`src/rtl/gpio_es_pkg.sv`:
```
package gpio_es_pkg;
    localparam int unsigned WORD_W = 32;
    localparam int unsigned ADDR_W = 8;
    localparam logic [ADDR_W-1:0] RISE_BASE = 8'h00;
    localparam logic [ADDR_W-1:0] STAT_BASE = 8'h48;

    function automatic int unsigned words_for(input int unsigned n);
        return (n + WORD_W - 1) / WORD_W;
    endfunction
endpackage

```
`src/rtl/gpio_es_sync.sv`:
```
module gpio_es_sync #(
    parameter int unsigned W = 81
) (
    input  logic         clk_i,
    input  logic         rst_ni,
    input  logic [W-1:0] pin_i,
    output logic [W-1:0] rise_o,
    output logic [W-1:0] fall_o
);
    typedef struct packed {
        logic [W-1:0] meta;
        logic [W-1:0] level;
        logic [W-1:0] hist;
    } sync_st_t;

    sync_st_t st_d, st_q;

    always_comb begin
        st_d       = st_q;
        st_d.meta  = pin_i;
        st_d.level = st_q.meta;
        st_d.hist  = st_q.level;
        rise_o     = st_q.level & ~st_q.hist;
        fall_o     = ~st_q.level & st_q.hist;
    end

    always_ff @(posedge clk_i or negedge rst_ni) begin
        if (!rst_ni) st_q <= '0;
        else         st_q <= st_d;
    end
endmodule

```
`src/rtl/gpio_es_mask.sv`:
```
module gpio_es_mask
    import gpio_es_pkg::*;
#(
    parameter int unsigned       W    = 81,
    parameter int unsigned       NW   = 3,
    parameter logic [ADDR_W-1:0] BASE = 8'h00
) (
    input  logic              clk_i,
    input  logic              rst_ni,
    input  logic              wr_en_i,
    input  logic [ADDR_W-1:0] addr_i,
    input  logic [WORD_W-1:0] wdata_i,
    output logic [W-1:0]      mask_o,
    output logic [WORD_W-1:0] rdata_o
);
    typedef struct packed {
        logic [W-1:0] mask;
    } mask_st_t;

    mask_st_t st_d, st_q;
    logic [NW-1:0] hit;

    for (genvar w = 0; w < NW; w++) begin : g_dec
        localparam logic [ADDR_W-1:0] OFF = ADDR_W'(BASE + 4 * w);
        assign hit[w] = (addr_i == OFF);
    end

    always_comb begin
        st_d    = st_q;
        rdata_o = '0;
        for (int i = 0; i < W; i++) begin
            if (wr_en_i && hit[i / WORD_W]) st_d.mask[i] = wdata_i[i % WORD_W];
            if (hit[i / WORD_W])            rdata_o[i % WORD_W] = st_q.mask[i];
        end
    end

    always_ff @(posedge clk_i or negedge rst_ni) begin
        if (!rst_ni) st_q <= '0;
        else         st_q <= st_d;
    end

    assign mask_o = st_q.mask;
endmodule

```
`src/rtl/gpio_es_status.sv`:
```
module gpio_es_status
    import gpio_es_pkg::*;
#(
    parameter int unsigned       W    = 81,
    parameter int unsigned       NW   = 3,
    parameter logic [ADDR_W-1:0] BASE = 8'h48
) (
    input  logic              clk_i,
    input  logic              rst_ni,
    input  logic [W-1:0]      evt_i,
    input  logic              wr_en_i,
    input  logic [ADDR_W-1:0] addr_i,
    input  logic [WORD_W-1:0] wdata_i,
    output logic [W-1:0]      stat_o,
    output logic [W-1:0]      clr_o,
    output logic [WORD_W-1:0] rdata_o
);
    typedef struct packed {
        logic [W-1:0] stat;
    } stat_st_t;

    stat_st_t st_d, st_q;
    logic [NW-1:0] hit;

    for (genvar w = 0; w < NW; w++) begin : g_dec
        localparam logic [ADDR_W-1:0] OFF = ADDR_W'(BASE + 4 * w);
        assign hit[w] = (addr_i == OFF);
    end

    always_comb begin
        clr_o   = '0;
        rdata_o = '0;
        for (int i = 0; i < W; i++) begin
            clr_o[i] = wr_en_i && hit[i / WORD_W] && wdata_i[i % WORD_W];
            if (hit[i / WORD_W]) rdata_o[i % WORD_W] = st_q.stat[i];
        end
        // an event arriving with a clear keeps the bit set
        st_d.stat = (st_q.stat & ~clr_o) | evt_i;
    end

    always_ff @(posedge clk_i or negedge rst_ni) begin
        if (!rst_ni) st_q <= '0;
        else         st_q <= st_d;
    end

    assign stat_o = st_q.stat;
endmodule

```
`src/rtl/gpio_edge_stat.sv`:
```
module gpio_edge_stat
    import gpio_es_pkg::*;
#(
    parameter int unsigned NUM_PINS = 81
) (
    input  logic                clk_i,
    input  logic                rst_ni,
    input  logic [NUM_PINS-1:0] pin_i,
    input  logic                wr_en_i,
    input  logic [ADDR_W-1:0]   addr_i,
    input  logic [WORD_W-1:0]   wdata_i,
    output logic [WORD_W-1:0]   rdata_o,
    output logic                irq_pin0_o,
    output logic                irq_pin1_o,
    output logic                irq_shared_o
);
    localparam int unsigned       NUM_WORDS = words_for(NUM_PINS);
    localparam logic [ADDR_W-1:0] FALL_BASE = ADDR_W'(RISE_BASE + 4 * NUM_WORDS);

    logic [NUM_PINS-1:0] rise, fall, ren, fen, evt, stat_q, clr;
    logic [WORD_W-1:0]   rd_rise, rd_fall, rd_stat;

    gpio_es_sync #(.W(NUM_PINS)) sync_i (
        .clk_i  (clk_i),
        .rst_ni (rst_ni),
        .pin_i  (pin_i),
        .rise_o (rise),
        .fall_o (fall)
    );

    gpio_es_mask #(.W(NUM_PINS), .NW(NUM_WORDS), .BASE(RISE_BASE)) rise_en_i (
        .clk_i   (clk_i),
        .rst_ni  (rst_ni),
        .wr_en_i (wr_en_i),
        .addr_i  (addr_i),
        .wdata_i (wdata_i),
        .mask_o  (ren),
        .rdata_o (rd_rise)
    );

    gpio_es_mask #(.W(NUM_PINS), .NW(NUM_WORDS), .BASE(FALL_BASE)) fall_en_i (
        .clk_i   (clk_i),
        .rst_ni  (rst_ni),
        .wr_en_i (wr_en_i),
        .addr_i  (addr_i),
        .wdata_i (wdata_i),
        .mask_o  (fen),
        .rdata_o (rd_fall)
    );

    assign evt = (rise & ren) | (fall & fen);

    gpio_es_status #(.W(NUM_PINS), .NW(NUM_WORDS), .BASE(STAT_BASE)) stat_i (
        .clk_i   (clk_i),
        .rst_ni  (rst_ni),
        .evt_i   (evt),
        .wr_en_i (wr_en_i),
        .addr_i  (addr_i),
        .wdata_i (wdata_i),
        .stat_o  (stat_q),
        .clr_o   (clr),
        .rdata_o (rd_stat)
    );

    assign rdata_o      = rd_rise | rd_fall | rd_stat;
    assign irq_pin0_o   = stat_q[0];
    assign irq_pin1_o   = stat_q[1];
    assign irq_shared_o = |stat_q[NUM_PINS-1:2];
endmodule

```
`config.mk`:
```
export PLATFORM = sky130hd
export DESIGN_NAME = gpio_edge_stat
export DESIGN_NICKNAME = d
export VERILOG_FILES = /design/src/rtl/gpio_es_pkg.sv /design/src/rtl/gpio_es_sync.sv /design/src/rtl/gpio_es_mask.sv /design/src/rtl/gpio_es_status.sv /design/src/rtl/gpio_edge_stat.sv
export SDC_FILE = /design/constraint.sdc
export NUM_CORES = 1
export LEC_CHECK = 0
export BUFFER_PORTS_ARGS = -buffer_cell sky130_fd_sc_hd__buf_4
export CORE_MARGIN = 2
export CORE_UTILIZATION = 40
export DETAILED_ROUTE_END_ITERATION = 8
export PLACE_DENSITY = 0.68
export SLEW_MARGIN = 20
export SYNTH_ARGS = -nofsm -noshare
export SYNTH_HDL_FRONTEND = slang
export SYNTH_SLANG_ARGS = --single-unit
```
`constraint.sdc`:
```
create_clock -name clk_i -period 2 [get_ports clk_i]
set_input_delay 0.3 -clock clk_i [delete_from_list [all_inputs] [get_ports clk_i]]
set_output_delay 0.3 -clock clk_i [all_outputs]
set_load 0.05 [all_outputs]
```
==> metrics list <==
- R2R depth: 3
- DIE AREA: 48,600 um2
* Wire length reported by the detailed router: 52,700 um
- The min-delay analysis places its worst path in the category primary input to flip-flop.
- The clock passes through at most 3 buffers.
- Simple-gate share of the synthesized area: 0.0974
- Most frequent cells after synthesis: dfrtp_1, nand2_1, mux2_2
- The synthesized netlist contains 53 unique library cells.
- For hold timing, the worst endpoint is rise_en_i.mask_o[73].
- Among all cell types in the netlist, the one instantiated most often is dfrtp_1.
- For this block, the initial DRC count from the detailed router was 1,106.
- Power spread over the standard cell area amounts to 958 nW/um2.
- After routing the design area is 25,200 um2.
* Number of vias in the routed layout: 13,400
- Pin count of the biggest net entering global routing: 80
* Setup slack of the most critical reg-to-reg path: 1.04 ns
* Count of max-cap constraint violations: 0
- The worst setup path is launched from a primary input.
- Internal power: 18.0 mW
* Critical Path Sink Type: primary output
- The worst register-to-register path ends at stat_i.stat_o[76].
* Tightest slew margin relative to the limit: 0.672
- Net count after synthesis: 1,556
- Worst hold margin: 0.0355 ns
* Maximum net fanout on the critical path: 7
- Drt pass-1 iters: 8
- In this run the remaining antenna-violating nets after routing total 0.
- Most instantiated flip-flop cell in the synthesis netlist: dfrtp_1
* Share of the synthesized area in the top cell type: 0.649
- Starting Density: 0.404
- Of all flip-flops after synthesis, the portion carrying an async set or reset was 1.00.
- At the worst endpoint, the required time is 1.70 ns.
- Detail-routed via count per cell: 5.42
- In the routed design, unresolved DRC markers number 0.
- Initial antenna violation count: 1
- Detailed placer's ending HPWL: 35,000 um
- Mean cell area of the mapped netlist: 13.1 um2
- Synthesis handed over a netlist of 1,432 instances.
- Of the total power, registers draw 0.500.
- Switching power of the nets: 6.15 mW
* Cell Area, Synth: 18,700 um2
- Buffers placed on the I/O ports in this run total 158.
- The final layout contains 1,948 nets.
* Clock latency of the later-clocked register in the worst-skew pair: 0.59 ns
* Setup skew after layout: 0.0212 ns
- For the pin with the worst max-slew slack, the measured transition is 0.489 ns.
- Number of enable flip-flop cells after synthesis: 0
* Worst Hold Depth: 2
- Compound-gate portion of the synthesized area: 0.113
- Area overhead of the layout relative to synthesis: 34.6%
- Cell Count Post-Placement: 2,247
* RSZ-0062 raised after global routing: true
* Worst vdd ir: 0.650 mV
- Largest family of logic cells by synthesized area: multiplexers
- The startpoint identified for the worst hold timing path is wdata_i[9].
* Synthesis warning total: 0
- The finished layout holds 2,469 standard cells, fillers aside.
* Minimum clock period after layout: 2.42 ns
- Clock Root Buffer: clkbuf_16
- The floorplan step defined a core boundary enclosing 46,400 um2.
* Reported leakage power: 11.4 nW
- The run finished, with violations left.
- Total clock sinks: 486
* Clock-pin slew on the worst setup and hold paths: 0.06 ns
- Routed length per placed instance: 21.4 um
- The checks that failed: negative setup slack.
- Clock tree from TritonCTS: yes
- Global routing finished with a remaining overflow of 0.
- Clock buffer count from CTS: 51
* Chip Height: 220 um
* Layout Utilization: 0.544
- Main area contributors after synthesis: dfrtp_1, mux2_2, nand2_1
* Hold Vio Cnt, Final: 0
- Post-synthesis share of cell area spent on full adders, half adders and majority gates: 0
* Share of the cycle needed by the critical path after routing: 1.21
- In this run, synthesis produced a sequential element count of 486.
* Placement Rows: 79
* Cell type with the highest aggregate area in the netlist: dfrtp_1
- In the final layout, the share of cells above drive strength 1 is 0.334.
* Final worst slack: -0.415 ns
- Xor/xnor cell area share of the yosys netlist: 0
* Area after detailed placement: 21,800 um2
- Of the post-synthesis cell area, the part taken by muxes is 0.122.
- In the global route stage, overall resource usage came out at 0.219.
- The number of slew-limit violations in the final report came to 0.
- 159 I/O pins were placed.
- The die is 220 um wide.
- Part of the power in combinational logic: 0.110
- Routability congestion estimate from global placement: 0.867
* Clock share of power: 0.390
* H-tree level count: 2
- Of the total power, the share spent switching nets is 0.255.
- Setup violations remaining at the end of the flow were counted as 33.
- Sequential fraction of the synthesis area: 0.649
- R2R Path Start: stat_i.stat_o[76]
* Critical setup path kind: primary input to primary output
- The number of global-route vias before repair is 13,600.
* Wire length of the first global-routing pass: 80,100 um
* Final Total Pwr: 24.1 mW
- Arrival time at the worst endpoint: 2.12 ns
* Maximum operating frequency: 0.414 GHz
power by group through the flow:
stage	combinational (mW)	sequential [mW]	clock (mW)
floorplan	1.13	11.7	0
global placement	2.21	12.0	0
detailed placement	2.26	12.1	0
CTS	2.55	12.0	9.64
global route	2.88	12.2	10.1
finish	2.66	12.1	9.42
area by class of cell:
cell class	count	area [um2]
Clock buffer	67	1440
Antenna cell	1	2.50
Multi-Input combinational cell	869	6650
Clock inverter	23	249
Inverter	2	7.51
Tap cell	607	759
Fill cell	3728	21100
Timing Repair Buffer	414	3940
Sequential cell	486	12200
metal layers:
layer / vias up / global-route usage / routed length (um)
li1: 5967 / - / -
met1: 6819 / 0.297 / 22200
met2: 489 / 0.361 / 25600
met3: 103 / 0.0374 / 3430
met4: 2 / 0.0714 / 1400
met5: - / 0 / 7
worst max path at each step:
stage,startpoint,endpoint,slack [ns],cells past startpoint
CTS,stat_i.stat_o[29],irq_shared_o,-0.43,6
detailed placement,addr_i[1],rdata_o[14],-0.45,8
global placement,addr_i[1],rdata_o[0],-0.46,8
floorplan,addr_i[7],rdata_o[10],-0.48,6
finish,addr_i[1],rdata_o[14],-0.42,7
global route,stat_i.stat_o[70],irq_shared_o,-0.50,6
state kept, by name, indices dropped and copies added (netlist names):
register	count
fall_en_i.mask_o	81
rise_en_i.mask_o	81
stat_i.stat_o	81
sync_i.st_d	162
sync_i.st_q	81
critical path, stage by stage:
cell and delay, ns:
buf_8 0.10, or3b_4 0.39, or4_4 0.53, buf_12 0.19, o22a_1 0.16, o211ai_1 0.17
buf_4 0.27
placed cells by master, fill, tap and decap left out, drive strengths merged, types with 2 or more instances in the layout:
cell,Yosys,layout
nand3,4,4
a21oi,55,55
o221ai,3,3
clkbuf,43,67
nor3,24,24
nand2,174,174
dfrtp,486,486
nor4b,2,2
a21o,81,81
a32oi,2,2
o2bb2ai,3,3
nor4,23,23
bufinv,0,4
mux2,170,170
dlygate4sd3,0,107
o22a,17,17
nor2b,2,2
or3,2,2
a2bb2oi,2,2
or4b,2,2
o211ai,20,20
and4,2,2
o21ai,86,86
nand4,5,5
a22oi,47,47
clkinv,1,16
buf,32,307
or4,3,3
mux2i,33,33
o22ai,3,3
nand3b,81,81
nor2,13,13
and2,2,2
clkinvlp,0,3
inv,1,2
repair_timing:
item,CTS,global route
pin swaps,27,18
gates cloned,1,0
hold endpoints to repair,205,0
setup buffers,13,16
endpoints found under the setup margin,33,33
gates resized for setup,71,41
hold buffers,107,0
through the flow:
stage                     TNS [ns]  worst slack (ns)
after floorplan             -11.75            -0.478
after global placement      -46.75            -0.464
after detailed placement    -51.08            -0.446
after CTS                    -9.49            -0.431
after global routing        -10.64            -0.500
final                        -9.66            -0.415
logic make-up (layout without fill, tap and decap cells):
group,Yosys count,after routing
multiplexers,203,203
AO/OA/AOI/OAI,324,324
other,0,1
flip-flops,486,486
buffers and inverters,77,506
AND/OR/NAND/NOR,342,342
Note: power is estimated with default switching activity, not from simulation.
